<file path="config.mk">
export PLATFORM = sky130hd
export DESIGN_NAME = pad_comp_sched
export DESIGN_NICKNAME = d
export VERILOG_FILES = /design/src/rtl/comp_pkg.sv /design/src/rtl/comp_interval_timer.sv /design/src/rtl/comp_regs.sv /design/src/rtl/comp_seq_fsm.sv /design/src/rtl/pad_comp_sched.sv
export SDC_FILE = /design/constraint.sdc
export NUM_CORES = 1
export LEC_CHECK = 0
export CELL_PAD_IN_SITES_DETAIL_PLACEMENT = 1
export CELL_PAD_IN_SITES_GLOBAL_PLACEMENT = 2
export CORE_UTILIZATION = 32
export CTS_CLUSTER_SIZE = 14
export DETAILED_ROUTE_END_ITERATION = 12
export GPL_ROUTABILITY_DRIVEN = 0
export GPL_TIMING_DRIVEN = 0
export PLACE_DENSITY = 0.84
export SYNTH_ARGS = -nofsm -noshare
export SYNTH_HDL_FRONTEND = slang
export SYNTH_HIERARCHICAL = 1
export SYNTH_SLANG_ARGS = --single-unit
</file>
<file path="constraint.sdc">
create_clock -name clk -period 2.8 [get_ports clk]
set_clock_uncertainty 0.15 [all_clocks]
set_input_delay 0.56 -clock clk [delete_from_list [all_inputs] [get_ports clk]]
set_output_delay 0.56 -clock clk [all_outputs]
set_load 0.02 [all_outputs]
</file>
<file path="src/rtl/comp_pkg.sv">
package comp_pkg;

  typedef enum logic [1:0] {
    SEQ_IDLE,
    SEQ_START,
    SEQ_WAIT,
    SEQ_APPLY
  } seq_state_t;

  // Cycles between two scheduled measurements for interval count q.
  function automatic int unsigned interval_cycles(input int unsigned q, input int unsigned pre);
    return (q + 1) * pre;
  endfunction

  // Mid-scale code loaded at reset.
  function automatic int unsigned mid_code(input int unsigned w);
    return 1 << (w - 1);
  endfunction

endpackage

</file>
<file path="src/rtl/comp_interval_timer.sv">
module comp_interval_timer #(
  parameter int Q_W      = 4,
  parameter int PRESCALE = 8
) (
  input  logic           clk,
  input  logic           rst_n,
  input  logic           run,
  input  logic           restart,
  input  logic [Q_W-1:0] qcnt,
  output logic           fire
);
  localparam int PRE_W = (PRESCALE > 1) ? $clog2(PRESCALE) : 1;
  localparam int GAP_W = $clog2(PRESCALE * (1 << Q_W)) + 1;

  logic [PRE_W-1:0] pre_cnt;
  logic [Q_W-1:0]   ival_cnt;
  logic             base_tick;
  logic             last_tick;

  assign base_tick = (pre_cnt == PRE_W'(PRESCALE - 1));
  assign last_tick = base_tick && (ival_cnt == qcnt);
  assign fire      = run && !restart && last_tick;

  always_ff @(posedge clk or negedge rst_n) begin
    if (!rst_n) begin
      pre_cnt  <= '0;
      ival_cnt <= '0;
    end else if (!run || restart) begin
      pre_cnt  <= '0;
      ival_cnt <= '0;
    end else if (base_tick) begin
      pre_cnt  <= '0;
      ival_cnt <= last_tick ? '0 : ival_cnt + 1'b1;
    end else begin
      pre_cnt <= pre_cnt + 1'b1;
    end
  end

  // Independent cycle counter used only to check the interval length.
  logic [GAP_W-1:0] gap_cnt;
  always_ff @(posedge clk or negedge rst_n) begin
    if (!rst_n)                         gap_cnt <= '0;
    else if (!run || restart || fire)   gap_cnt <= '0;
    else                                gap_cnt <= gap_cnt + 1'b1;
  end


  interval_len_chk: assert property (@(posedge clk) disable iff (!rst_n)
    fire |-> gap_cnt == GAP_W'(comp_pkg::interval_cycles(32'(qcnt), PRESCALE) - 1));

endmodule

</file>
<file path="src/rtl/comp_regs.sv">
module comp_regs #(
  parameter int Q_W    = 4,
  parameter int CODE_W = 4,
  parameter int REG_W  = 16
) (
  input  logic              clk,
  input  logic              rst_n,
  input  logic              reg_wr,
  input  logic [1:0]        reg_addr,
  input  logic [REG_W-1:0]  reg_wdata,
  output logic [REG_W-1:0]  reg_rdata,
  input  logic              os_done,
  input  logic [CODE_W-1:0] rb_p,
  input  logic [CODE_W-1:0] rb_n,
  output logic [Q_W-1:0]    qcnt,
  output logic              per_en,
  output logic              byp_dat,
  output logic              byp_stb,
  output logic [CODE_W-1:0] ovr_dp,
  output logic [CODE_W-1:0] ovr_dn,
  output logic [CODE_W-1:0] ovr_sp,
  output logic [CODE_W-1:0] ovr_sn,
  output logic              ctrl_wr,
  output logic              os_set,
  output logic              os_busy
);
  localparam int F_PER = Q_W;
  localparam int F_OS  = Q_W + 1;
  localparam int F_S33 = Q_W + 2;
  localparam int F_BD  = Q_W + 3;
  localparam int F_BS  = Q_W + 4;
  localparam logic [CODE_W-1:0] MID = CODE_W'(comp_pkg::mid_code(CODE_W));

  logic sel33;
  logic ovr_wr;

  assign ctrl_wr = reg_wr && (reg_addr == 2'd0);
  assign ovr_wr  = reg_wr && (reg_addr == 2'd1);
  assign os_set  = ctrl_wr && reg_wdata[F_OS] && !reg_wdata[F_S33] && !os_busy;

  always_ff @(posedge clk or negedge rst_n) begin
    if (!rst_n) begin
      qcnt    <= '0;
      sel33   <= 1'b0;
      byp_dat <= 1'b0;
      byp_stb <= 1'b0;
      per_en  <= 1'b0;
      os_busy <= 1'b0;
      ovr_dp  <= MID;
      ovr_dn  <= MID;
      ovr_sp  <= MID;
      ovr_sn  <= MID;
    end else begin
      if (ctrl_wr) begin
        qcnt    <= reg_wdata[Q_W-1:0];
        sel33   <= reg_wdata[F_S33];
        byp_dat <= reg_wdata[F_BD];
        byp_stb <= reg_wdata[F_BS];
      end
      if (os_done)      per_en <= 1'b0;
      else if (ctrl_wr) per_en <= reg_wdata[F_PER];
      if (os_done)      os_busy <= 1'b0;
      else if (os_set)  os_busy <= 1'b1;
      if (ovr_wr) begin
        ovr_dp <= reg_wdata[CODE_W-1:0];
        ovr_dn <= reg_wdata[2*CODE_W-1:CODE_W];
        ovr_sp <= reg_wdata[3*CODE_W-1:2*CODE_W];
        ovr_sn <= reg_wdata[4*CODE_W-1:3*CODE_W];
      end
    end
  end

  always_comb begin
    reg_rdata = '0;
    case (reg_addr)
      2'd0: begin
        reg_rdata[Q_W-1:0] = qcnt;
        reg_rdata[F_PER]   = per_en;
        reg_rdata[F_OS]    = os_busy;
        reg_rdata[F_S33]   = sel33;
        reg_rdata[F_BD]    = byp_dat;
        reg_rdata[F_BS]    = byp_stb;
      end
      2'd1: begin
        reg_rdata[CODE_W-1:0]          = ovr_dp;
        reg_rdata[2*CODE_W-1:CODE_W]   = ovr_dn;
        reg_rdata[3*CODE_W-1:2*CODE_W] = ovr_sp;
        reg_rdata[4*CODE_W-1:3*CODE_W] = ovr_sn;
      end
      2'd2: begin
        reg_rdata[CODE_W-1:0]        = rb_p;
        reg_rdata[2*CODE_W-1:CODE_W] = rb_n;
      end
      default: reg_rdata = '0;
    endcase
  end


  os_clear_chk: assert property (@(posedge clk) disable iff (!rst_n)
    $fell(os_busy) |-> $past(os_done));


  rearm_block_chk: assert property (@(posedge clk) disable iff (!rst_n)
    os_done |=> !per_en);

endmodule

</file>
<file path="src/rtl/comp_seq_fsm.sv">
module comp_seq_fsm #(
  parameter int CODE_W = 4
) (
  input  logic              clk,
  input  logic              rst_n,
  input  logic              fire,
  input  logic              per_run,
  input  logic              os_set,
  input  logic              meas_done,
  input  logic [CODE_W-1:0] meas_p,
  input  logic [CODE_W-1:0] meas_n,
  input  logic              bus_idle,
  output logic              meas_start,
  output logic [CODE_W-1:0] app_p,
  output logic [CODE_W-1:0] app_n,
  output logic              apply_evt,
  output logic              os_done,
  output logic              kind_os
);
  import comp_pkg::*;
  localparam logic [CODE_W-1:0] MID = CODE_W'(mid_code(CODE_W));

  seq_state_t        state;
  logic              os_pend;
  logic              per_pend;
  logic              take_os;
  logic              take_per;
  logic [CODE_W-1:0] sh_p;
  logic [CODE_W-1:0] sh_n;

  assign take_os    = (state == SEQ_IDLE) && os_pend;
  assign take_per   = (state == SEQ_IDLE) && !os_pend && per_run && (per_pend || fire);
  assign meas_start = (state == SEQ_START);
  assign apply_evt  = (state == SEQ_APPLY) && bus_idle;
  assign os_done    = apply_evt && kind_os;

  always_ff @(posedge clk or negedge rst_n) begin
    if (!rst_n) begin
      state    <= SEQ_IDLE;
      kind_os  <= 1'b0;
      os_pend  <= 1'b0;
      per_pend <= 1'b0;
      sh_p     <= MID;
      sh_n     <= MID;
      app_p    <= MID;
      app_n    <= MID;
    end else begin
      if (take_os)     os_pend <= 1'b0;
      else if (os_set) os_pend <= 1'b1;

      if (!per_run || take_per) per_pend <= 1'b0;
      else if (fire)            per_pend <= 1'b1;

      case (state)
        SEQ_IDLE: begin
          if (take_os) begin
            state   <= SEQ_START;
            kind_os <= 1'b1;
          end else if (take_per) begin
            state   <= SEQ_START;
            kind_os <= 1'b0;
          end
        end
        SEQ_START: state <= SEQ_WAIT;
        SEQ_WAIT: begin
          if (meas_done) begin
            sh_p  <= meas_p;
            sh_n  <= meas_n;
            state <= SEQ_APPLY;
          end
        end
        SEQ_APPLY: begin
          if (bus_idle) begin
            app_p <= sh_p;
            app_n <= sh_n;
            state <= SEQ_IDLE;
          end
        end
        default: state <= SEQ_IDLE;
      endcase
    end
  end


  start_pulse_chk: assert property (@(posedge clk) disable iff (!rst_n)
    meas_start |=> !meas_start);


  defer_apply_chk: assert property (@(posedge clk) disable iff (!rst_n)
    (!$stable(app_p) || !$stable(app_n)) |-> $past(bus_idle));

endmodule

</file>
<file path="src/rtl/pad_comp_sched.sv">
module pad_comp_sched #(
  parameter int Q_W      = 4,
  parameter int CODE_W   = 4,
  parameter int REG_W    = 16,
  parameter int PRESCALE = 40000
) (
  input  logic              clk,
  input  logic              rst_n,
  input  logic              reg_wr,
  input  logic [1:0]        reg_addr,
  input  logic [REG_W-1:0]  reg_wdata,
  output logic [REG_W-1:0]  reg_rdata,
  output logic              meas_start,
  input  logic              meas_done,
  input  logic [CODE_W-1:0] meas_p,
  input  logic [CODE_W-1:0] meas_n,
  input  logic              bus_idle,
  output logic [CODE_W-1:0] pad_dat_p,
  output logic [CODE_W-1:0] pad_dat_n,
  output logic [CODE_W-1:0] pad_stb_p,
  output logic [CODE_W-1:0] pad_stb_n
);
  logic [Q_W-1:0]    qcnt;
  logic              per_en, byp_dat, byp_stb;
  logic [CODE_W-1:0] ovr_dp, ovr_dn, ovr_sp, ovr_sn;
  logic              ctrl_wr, os_set, os_busy;
  logic              os_done, apply_evt, kind_os;
  logic              per_run, fire, both_byp, per_start;
  logic [CODE_W-1:0] app_p, app_n;

  assign both_byp  = byp_dat && byp_stb;
  assign per_run   = per_en && !both_byp;
  assign per_start = meas_start && !kind_os;

  comp_regs #(.Q_W(Q_W), .CODE_W(CODE_W), .REG_W(REG_W)) u_regs (
    .clk(clk), .rst_n(rst_n), .reg_wr(reg_wr), .reg_addr(reg_addr),
    .reg_wdata(reg_wdata), .reg_rdata(reg_rdata), .os_done(os_done),
    .rb_p(pad_dat_p), .rb_n(pad_dat_n), .qcnt(qcnt), .per_en(per_en),
    .byp_dat(byp_dat), .byp_stb(byp_stb), .ovr_dp(ovr_dp), .ovr_dn(ovr_dn),
    .ovr_sp(ovr_sp), .ovr_sn(ovr_sn), .ctrl_wr(ctrl_wr), .os_set(os_set),
    .os_busy(os_busy)
  );

  comp_interval_timer #(.Q_W(Q_W), .PRESCALE(PRESCALE)) u_timer (
    .clk(clk), .rst_n(rst_n), .run(per_run), .restart(ctrl_wr),
    .qcnt(qcnt), .fire(fire)
  );

  comp_seq_fsm #(.CODE_W(CODE_W)) u_seq (
    .clk(clk), .rst_n(rst_n), .fire(fire), .per_run(per_run), .os_set(os_set),
    .meas_done(meas_done), .meas_p(meas_p), .meas_n(meas_n), .bus_idle(bus_idle),
    .meas_start(meas_start), .app_p(app_p), .app_n(app_n), .apply_evt(apply_evt),
    .os_done(os_done), .kind_os(kind_os)
  );

  assign pad_dat_p = byp_dat ? ovr_dp : app_p;
  assign pad_dat_n = byp_dat ? ovr_dn : app_n;
  assign pad_stb_p = byp_stb ? ovr_sp : app_p;
  assign pad_stb_n = byp_stb ? ovr_sn : app_n;


  bypass_no_sched_chk: assert property (@(posedge clk) disable iff (!rst_n)
    both_byp |=> !per_start);


  os_busy_until_apply_chk: assert property (@(posedge clk) disable iff (!rst_n)
    (os_busy && !apply_evt) |=> os_busy);

endmodule

</file>
### Word-level counts from Yosys, hierarchy flattened

Index checks and enable logic that the tools add are counted.

| cells by class | value |
|---|---|
| $add $sub $neg | 2 |
| reductions and logical operators | 37 |
| equality and inequality tests | 10 |
| mux-type cells | 26 |

Operator list:

| operator | count |
|---|---|
| two-way mux 16 bit | 2 |
| two-way mux 4 bit | 7 |
| one-hot mux 8 bit (3 select lines) | 1 |
| adder 16 x 1 -> 16 bit, second input constant | 1 |
| == test 16 bit, second input constant | 1 |
| logical AND 1 bit | 16 |
| nonzero test 2 bit | 6 |
| two-way mux 1 bit | 9 |
| two-way mux 2 bit | 4 |
| one-hot mux 2 bit (4 select lines) | 1 |
| two-way mux 7 bit | 1 |
| == test 2 bit, second input constant | 3 |
| logical NOT 1 bit | 6 |
| AND reduction 2 bit | 3 |
| adder 4 x 1 -> 4 bit, second input constant | 1 |
| == test 2 x 1 -> 1 bit, second input constant | 2 |
| == test 4 bit | 1 |
| logical NOT 2 bit | 2 |
| inequality test 2 bit, second input constant | 2 |
| logical OR 1 bit | 3 |
| inequality test 3 x 1 -> 1 bit, second input constant | 1 |
| AND reduction 3 bit | 1 |
| one-hot mux 1 bit (2 select lines) | 1 |

| storage, ports and cells | value |
|---|---|
| bits of input ports | 31 |
| output and inout bits | 33 |
| register bits | 66 |
| logic and storage cells | 95 |

### Depth between registers and ports, before layout

Gate-level depths: netlist of the first run.

| depth | value |
|---|---|
| depth in word-level cells | 10 |
| depth in mapped cells | 8 |
| depth with buffers taken out | 7 |

### Hierarchy

The synthesis of the first run kept the hierarchy.

Modules (own cells, without submodules):

| module | cells an instance | seq. area each (um^2) | instances | area an instance (um^2) |
|---|---|---|---|---|
| comp_regs | 88 | 630.6 | 1 | 1285.0 |
| comp_interval_timer | 109 | 500.5 | 1 | 1067.3 |
| comp_seq_fsm | 61 | 530.5 | 1 | 884.6 |
| pad_comp_sched | 19 | 0.0 | 1 | 270.3 |

### Worst setup path after synthesis of the first run

OpenSTA, ideal clock, no wires.

| timing path | value |
|---|---|
| path kind | reg2reg |
| start point | register u_timer.pre_cnt[8] |
| end point | register u_seq.state[1] |
| arrival time | 2.438 ns |
| clock period less this slack | 2.715 ns |
| library setup time | 0.128 ns |
| stages on the path, launching flop included | 8 |
| required time | 2.522 ns |
| path buffers | 1 |
| setup slack | 0.085 ns |
| path through | dfrtp_1 > or4b_1 > or4_1 > clkbuf_2 > nor3_1 > o21ai_1 > a221oi_2 > mux2_1 |

| between the ends | value |
|---|---|
| word-level cells in the longest chain between the ends | 7 |

RTL lines:

| element | line | RTL |
|---|---|---|
| start, declared | comp_interval_timer.sv:15 | `logic [PRE_W-1:0] pre_cnt;` |
| start signal, assigned | comp_interval_timer.sv:35 | `pre_cnt <= pre_cnt + 1'b1;` |
| == test 16 bit | comp_interval_timer.sv:20 | `assign base_tick = (pre_cnt == PRE_W'(PRESCALE - 1));` |
| logical AND 1 bit | comp_interval_timer.sv:21 | `assign last_tick = base_tick && (ival_cnt == qcnt);` |
| logical AND 1 bit | comp_interval_timer.sv:22 | `assign fire = run && !restart && last_tick;` |
| named net fire | pad_comp_sched.sv:28 | `logic per_run, fire, both_byp, per_start;` |
| logical OR 1 bit | comp_seq_fsm.sv:32 | `assign take_per = (state == SEQ_IDLE) && !os_pend && per_run && (per_pend \|\| fire);` |
| logical AND 1 bit | comp_seq_fsm.sv:32 |  |
| inequality test 3 x 1 -> 1 bit (no line) | -- |  |
| AND reduction 3 bit (no line) | -- |  |
| end signal, assigned | comp_seq_fsm.sv:39 | `state <= SEQ_IDLE;` |
| end signal, assigned | comp_seq_fsm.sv:57 | `state <= SEQ_START;` |
| end signal, assigned | comp_seq_fsm.sv:60 | `state <= SEQ_START;` |
| end, declared | comp_seq_fsm.sv:23 | `seq_state_t state;` |

The timed path passes the listed nets, and every way through them passes these cells.
A chain may end at the register's enable or synchronous reset.

### Worst setup path after layout of the first run

| timing path | value |
|---|---|
| start point | register u_timer.pre_cnt[6] |
| end point | register u_seq.state[1] |

Same word-level chain as after synthesis.

==> run summary, run 1 <==
The flow ran to the end, and the final reports show no timing, DRC or antenna violations. The run gives 66 as the number of clock sinks. Summing over every cut layer, the via total after detailed routing is 2454. The number of DRC markers after the initial detailed-route iteration is 77, and the endpoint required time on the critical path is 2.87 ns.

Wire segments on met3 add up to 253 µm in the final route. Initial cell density of the core: 33.5%. DRC violation count after routing: 0. In the finished design, the share of the clock period the worst path needs comes to 97.9%. The final max-slew violation count was 0. The largest single stage delay on the critical path is 0.54 ns. STA classifies the critical path startpoint as a flop. The logs give 3 for the number of levels the H-tree was split into and 2 for the maximum buffer depth of the clock tree. After clock tree synthesis, the clock-pin slew on the worst setup and hold paths is 0.08 ns.

The class of the worst hold path is input port to asynchronous set/reset pin. At the worst endpoint, the arrival time is 2.81 ns. The number of cell instances on the worst register-to-register path was 7; the number of antenna diodes was 0. Highest metal layer used by the detailed router: met4. In the global route stage, overall resource usage came out at 15.7%. Along the worst path, the maximum fanout reaches 3. The logs give 0.00458 mm² for the cell area after layout and 3870 µm for the routed metal-1 wire length.

The quantity of I/O buffers inserted on ports was 63; the final hold slack was 0.162 ns. The tools report the count of max-cap constraint violations as 0. At the pin with the least slew margin, the transition time is 0.839 ns. After the last flow step, the layout net total stands at 394. Once placement finished, the instance area stood at 0.00430 mm². The number of antenna violations at the first check in global routing was 0.

STA classifies the critical path endpoint as a flop. TritonCTS built the clock tree. The first global-routing pass estimated 13800 µm of wire. Pin placement for this block handled 64 I/O pins. The clock latency on the worst-skew pair came out at 0.35 ns. Measured against its own limit, the worst slew margin works out to 44.1%. Entering global routing, the biggest net connects 67 pins. Of the total power, registers draw 39.1%. For this run, the number of Yosys warnings is 6.

The cell at the root of the clock tree is sky130_fd_sc_hd__clkbuf_8. The tools report the first-pass iteration count of the detailed router as 7. The buffering stage count on the worst path with inverters included works out to 1. TritonCTS created 9 clock buffers.

Per report_power, the clock group accounts for 23.4% of the total. Summed over all layers, the global routing overflow is 0. In this run the core area contains 37 standard-cell rows.

The area of the placeable core was 0.0105 mm². After synthesis the cells add up to 0.00350 mm². Summed over all cells, the static leakage comes to 1.97 nW. The die outline area was 0.0114 mm². The number of hold buffers added after CTS was 0. The critical path goes through or4b_1 > or4_1 > clkbuf_8 > nor3_4 > o21ai_2 > a221oi_2 > mux2_1.

Routed wirelength normalized by instance count: 16.6 µm. For this design the total switching power over the nets is 1.22 mW. Dividing the detail-routed via count by the number of cells gives 4.93. Synthesis produced a netlist with a net count of 313. After synthesis, the mean cell area works out to 12.7 µm². For this run, the top clock speed supported by timing is 365 MHz. In this run the critical register-to-register path is captured at u_seq/state[1]$_DFFE_PN0P_. The detailed-routed wire length on met2 came out at 4050 µm. In this run the register-to-register setup slack is 0.06 ns. The die is 107 µm wide. The number of endpoints failing setup at the final stage is 0, and the die boundary height is 107 µm. The startpoint-to-endpoint class of the critical path was flop to flop.

The via count of the first global-routing pass was 2729; the final-layout fill cell count was 1162. Of the cells placed in the final design, the portion with a size suffix greater than 1 is 30.1%. In this run switching power makes up 34.0% of total power.

Detailed placement finished with a half-perimeter wire length of 5930 µm. The detail route stage leaves a number of antenna-violating nets equal to 0. The largest individual stage delay along the critical path comes from the cell sky130_fd_sc_hd__or4_1.

Number of hold violations in the final report: 0. Largest delay contributor family on the critical path: simple AND/OR/NAND/NOR gates. The area added between synthesis and finish came out at 30.6%.

The ratio of total power to cell area is 784 mW/mm². The number of instances in the synthesized netlist is 276. In this run the critical register-to-register path is launched from u_timer/pre_cnt[6]$_DFF_PN0_. Setup repair after global routing could not meet its margin everywhere.

The worst path in the final design needs a cycle of 2.74 ns, including I/O delays and setup. In this run, the combinational gates consume 37.5% of the power. Peak supply drop: 0.261 mV. Cell internal power was estimated by the tool at 2.37 mW. After detailed routing, the total wire length is 8280 µm. The run gives 0 ns as the final total negative setup slack.
## area by class of cell
| type | instances | area [µm²] | share of cell area [%] |
|---|---|---|---|
| clock buffer | 9 | 124 | 2.71 |
| timing repair buffer | 70 | 667 | 14.6 |
| clock inverter | 7 | 82.6 | 1.80 |
| buffer | 11 | 104 | 2.27 |
| inverter | 9 | 33.8 | 0.738 |
| multi-input combinational | 190 | 1730 | 37.8 |
| sequential | 66 | 1660 | 36.3 |
| tap | 136 | 170 | 3.72 |
## layer usage
| layer | vias to the layer above | GRT usage [%] |
|---|---|---|
| met5 | - | 0 |
| met4 | 0 | 5.87 |
| met3 | 10 | 3.16 |
| met2 | 38 | 25.3 |
| met1 | 1253 | 20.8 |
| li1 | 1153 | - |
## layout by cell type, fill, tap and decap left out, drive strengths merged, types with 2 or more instances in the layout
master / n
o41ai: 2
buf: 16
dfstp: 8
xnor2: 16
nor3b: 2
o21ai: 3
xor2: 2
nand2: 10
dfrtp: 58
dlygate4sd2: 6
and3: 4
nor3: 5
clkinvlp: 2
nand3: 9
nor2: 20
or4b: 2
o2bb2ai: 8
clkbuf: 15
nor2b: 4
nand4: 5
mux2i: 11
clkdlybuf4s50: 46
nor4: 4
inv: 13
ha: 6
nand2b: 4
mux2: 56
clkdlybuf4s15: 7
and2: 7
a32oi: 2
## registers in the layout, summed over array words and instances (netlist names)
name              flops
u_regs/ovr_dp         4
u_regs/per_en         1
u_regs/ovr_dn         4
u_regs/qcnt           4
u_timer/ival_cnt      4
u_regs/os_busy        1
u_seq/os_pend         1
u_seq/kind_os         1
u_seq/app_n           4
u_regs/ovr_sn         4
u_regs/sel33          1
u_seq/sh_p            4
u_regs/byp_stb        1
u_seq/sh_n            4
u_regs/byp_dat        1
u_timer/pre_cnt      16
u_seq/app_p           4
u_seq/state           2
u_seq/per_pend        1
u_regs/ovr_sp         4
## how the worst max path moves through the flow
stage / from / endpoint / slack [ns] / cells after the start
floorplan: u_timer/pre_cnt[8]$_DFF_PN0_ / u_seq/state[1]$_DFFE_PN0P_ / 0.08 / 7
global placement: rst_n / u_regs/ovr_sp[2]$_DFFE_PN0P_ / -1.24 / 1
detailed placement: reg_addr[0] / reg_rdata[7] / -0.46 / 6
CTS: reg_addr[1] / reg_rdata[7] / 0.007 / 6
global route: u_timer/pre_cnt[6]$_DFF_PN0_ / u_seq/state[1]$_DFFE_PN0P_ / -0.05 / 7
finish: u_timer/pre_cnt[6]$_DFF_PN0_ / u_seq/state[1]$_DFFE_PN0P_ / 0.06 / 7
## power groups by stage
stage / Combinational (mW) / Sequential (mW) / Clock [mW]
finish: 1.35 / 1.40 / 0.839
global route: 1.45 / 1.44 / 0.901
CTS: 1.37 / 1.41 / 0.874
detailed placement: 1.37 / 1.43 / 0
global placement: 1.34 / 1.41 / 0
floorplan: 0.905 / 1.33 / 0
## repair_timing
action	4_1_cts	5_1_grt
gates resized for setup	39	4
setup buffers	6	1
setup endpoints to repair	17	11
cloned	0	0
pin swaps	3	1
## through the flow
step	util (%)	setup slack (ns)	total power, mW	std cells
after floorplan	-	0.0846	2.24	276
after global placement	41.1	-1.24	2.75	475
after detailed placement	41.1	-0.460	2.79	475
after CTS	43.8	0.00665	3.65	497
after global routing	43.7	-0.0483	3.78	498
final	43.7	0.0591	3.59	498
(Power assumes the default switching activity.)
==> run 2: changes to the inputs <==
--- a/config.mk
+++ b/config.mk
@@ -12,8 +12,9 @@
 export DETAILED_ROUTE_END_ITERATION = 12
 export GPL_ROUTABILITY_DRIVEN = 0
 export GPL_TIMING_DRIVEN = 0
-export PLACE_DENSITY = 0.84
+export PLACE_DENSITY_LB_ADDON = 0.3
 export SYNTH_ARGS = -nofsm -noshare
 export SYNTH_HDL_FRONTEND = slang
 export SYNTH_HIERARCHICAL = 1
 export SYNTH_SLANG_ARGS = --single-unit
+export TNS_END_PERCENT = 50
==> run summary, run 2 (same netlist as run 1, synthesis figures left out) <==
The largest fanout on the critical path came out at 6 (+3). The area added between synthesis and finish was 30.3%. The tools report the maximum buffer depth of the clock tree as 2 (unchanged).

The tools report the final total negative setup slack as 0 ns (unchanged). The tools report the clock latency on the worst-skew pair as 0.36 ns (about the same). The end-of-flow core utilization came out at 43.6% (-0.12 points). The tools report the final global-route overflow total as 0 (unchanged). The quantity of I/O buffers inserted on ports works out to 63 (unchanged). Width of the die: 107 µm (unchanged). The final cycle utilization of the critical path is 98.6% (+0.70 points).

The kind of cell with the highest combined delay along the critical path is simple AND/OR/NAND/NOR gates. The logs give 2.90 ns (+0.03 ns) for the endpoint required time on the critical path and 37.4% (about the same) for the combinational power share. Initial cell density of the core: 33.5% (unchanged). The sequential group share of total power came out at 39.0% (about the same).

The die outline area was 0.0114 mm² (unchanged). The routed wirelength normalized by instance count works out to 17.0 µm (+2.0%). The via count of the first global-routing pass was 2532 (-7.2%); the total area of multi-input combinational cells was 0.00175 mm² (+0.87%). The flip-flop count of the largest register, all copies and words added came out at 16 (unchanged).

The most frequent standard cell in the layout excluding fill and tap cells is sky130_fd_sc_hd__dfrtp_1. The critical path's largest stage delay is 0.54 ns (about the same). The run gives 394 (unchanged) as the number of nets at the end of the flow.

The final max-slew violation count is 0 (unchanged), and the number of vias per cell is 4.89 (-0.73%). The total half-perimeter wirelength after legalization and detailed placement came out at 6020 µm (+1.4%). Setup repair after global routing could not meet its margin everywhere. The DRC violation count after routing came out at 0 (unchanged). The library cells used most frequently in the layout, excluding fill and tap cells, are 56 x sky130_fd_sc_hd__dfrtp_1, 46 x sky130_fd_sc_hd__clkdlybuf4s50_1, 26 x sky130_fd_sc_hd__mux2_4, 20 x sky130_fd_sc_hd__nor2_1, 19 x sky130_fd_sc_hd__mux2_2. u_timer/pre_cnt holds more flip-flops than any other register.

Clock buffer count from CTS: 9 (unchanged). The tools report the data arrival time at the worst-slack endpoint as 2.86 ns (+0.05 ns). The logs give 0.0105 mm² (unchanged) for the area of the placeable core and 116 (+51%) for the number of DRC markers after the initial detailed-route iteration. The slew at the pin with the worst max-slew slack was 0.866 ns (+0.0269 ns).

The signal on the critical path passes through or4b_1 > or4_4 > buf_6 > nor3_4 > o21ai_4 > a221oi_2 > mux2_1. The achievable clock frequency is 362 MHz (-0.71%). The time the worst path needs with I/O delays and setup was 2.76 ns (+0.0196 ns). The run gives 2.37 mW (about the same) as the internal power.

Critical-path cell with the highest stage delay: sky130_fd_sc_hd__or4_4. The run gives 1153 (-0.77%) as the final-layout fill cell count. The overall track demand over capacity in global routing is 16.1% (+0.45 points). Overall via count from detail_route: 2436 (-0.73%). The maximum number of pins on one net before global-route repair was 67 (unchanged); the number of cell instances on the worst register-to-register path was 7 (unchanged). The ratio of total power to cell area is 790 mW/mm² (+0.77%), and the peak supply drop is 0.352 mV (+35%). The number of endpoints failing setup at the final stage was 0 (unchanged); the post-place setup slack was -0.444 ns (+0.0160 ns). The logs give 0.04 ns (-0.02 ns) for the setup slack of the worst register-to-register path and 8450 µm (+2.0%) for the sum of routed wire length over all layers.

The number of antenna diodes was 0 (unchanged); the buffering stage count on the worst path with inverters included was 1 (unchanged). The class of the worst hold path was input port to asynchronous set/reset pin. The share of cells above drive strength 1 was 30.9% (+0.83 points). The first-pass iteration count of the detailed router was 4 (-3); the number of clock sinks was 66 (unchanged). Number of top-level design ports: 64 (unchanged). The clock-pin slew of the registers on the worst-case setup and hold paths was 0.08 ns (about the same); the number of placement rows was 37 (unchanged).

Antenna violation net count after detailed routing: 0 (unchanged). The die boundary height came out at 107 µm (unchanged). The count of max-cap constraint violations came out at 0 (unchanged). The combined flip-flop and latch cell area was 0.00166 mm² (about the same).

Number of hold violations in the final report: 0 (unchanged). The leakage power figure is 1.98 nW (+0.16%). The tools report the cell at the root of the clock tree as sky130_fd_sc_hd__clkbuf_8. The logs give 23.6% (+0.2 points) for the part of the power in the clock network and 42.3% (-1.8 points) for the headroom to the max-slew limit.

The startpoint-to-endpoint class of the critical path was flop to flop. For the number of antenna violations at the first check in global routing, the log shows 0 (unchanged). The first-pass GRT wire length came out at 13900 µm (+0.60%). The run gives 0 (unchanged) as the quantity of hold-fixing buffers added after cts.

The run finished with clean final reports. Proportion of total power due to net switching: 34.3% (+0.34 points). The tools report the kind of launch point of the worst setup path as a flop. TritonCTS built the clock tree. The switching power came out at 1.24 mW (+1.5%).

The worst setup path is captured at a flop. For the slack of the critical path, the log shows 0.0395 ns (-0.0196 ns). The number of gates on the worst path with buffers counted came out at 7 (unchanged). The tools report the number of levels the H-tree was split into as 3 (unchanged).
run 2: cell types whose count changed in the layout (fill, tap and decap cells not counted), sizes merged:
cell	delta
buf	+4
clkdlybuf4s15	-4
clkinv	+1
clkinvlp	-1
run 2: path summary, 6_finish.rpt:
check / start / end
max in group asynchronous: rst_n / u_timer/pre_cnt[7]$_DFF_PN0_
hold reg to reg: u_seq/sh_n[0]$_DFFE_PN0P_ / u_seq/app_n[0]$_DFFE_PN0N_
hold / removal: rst_n / u_timer/pre_cnt[12]$_DFF_PN0_
setup / recovery: u_timer/pre_cnt[7]$_DFF_PN0_ / u_seq/state[1]$_DFFE_PN0P_
setup reg to reg: u_timer/pre_cnt[7]$_DFF_PN0_ / u_seq/state[1]$_DFFE_PN0P_
min in group clk: u_seq/sh_n[0]$_DFFE_PN0P_ / u_seq/app_n[0]$_DFFE_PN0N_
run 2: layout make-up:
class / count / share of cell area, %
Multi-Input combinational cell: 190 / 38.3
Inverter: 9 / 0.740
Timing Repair Buffer: 70 / 14.1
Clock buffer: 9 / 2.71
Sequential cell: 66 / 36.5
Clock inverter: 7 / 1.78
Tap cell: 136 / 3.73
Buffer: 11 / 2.22
run 2: stage by stage:
| step | power [mW] | std cells | hold WS, ns | area (µm²) |
|---|---|---|---|---|
| after floorplan | 2.24 | 276 | 0.114 | 3500 |
| after global placement | 2.76 | 475 | 0.311 | 4300 |
| after detailed placement | 2.80 | 475 | 0.326 | 4300 |
| after CTS | 3.65 | 491 | 0.191 | 4510 |
| after global routing | 3.82 | 498 | 0.213 | 4560 |
| final | 3.60 | 498 | 0.149 | 4560 |
run 2: timing repair:
item / in CTS / in global routing
buffers inserted: 0 / 7
endpoints found under the setup margin: 17 / 12
cloned: 0 / 0
resized for setup: 32 / 20
pin swaps: 0 / 4
run 2: power groups by stage:
stage | sequential, mW | clock [mW] | combinational (mW)
detailed placement | 1.43 | 0 | 1.37
global route | 1.44 | 0.923 | 1.46
global placement | 1.41 | 0 | 1.34
CTS | 1.41 | 0.882 | 1.36
finish | 1.41 | 0.851 | 1.35
floorplan | 1.33 | 0 | 0.905
run 2: worst register-to-register path: stages, from the launching register on:
cell and delay [ns]:
sky130_fd_sc_hd__dfrtp_2 0.43, sky130_fd_sc_hd__or4b_1 0.50, sky130_fd_sc_hd__or4_4 0.54, sky130_fd_sc_hd__buf_6 0.15, sky130_fd_sc_hd__nor3_4 0.14, sky130_fd_sc_hd__o21ai_4 0.09
sky130_fd_sc_hd__a221oi_2 0.31, sky130_fd_sc_hd__mux2_1 0.35
run 2: per-layer routing:
metal | vias to the layer above | wire length [µm] | track usage [%]
met4 | 0 | 123 | 6.16
met5 | - | 0 | 0
li1 | 1146 | - | -
met1 | 1240 | 4080 | 22.1
met3 | 9 | 316 | 4.01
met2 | 41 | 3920 | 24.5
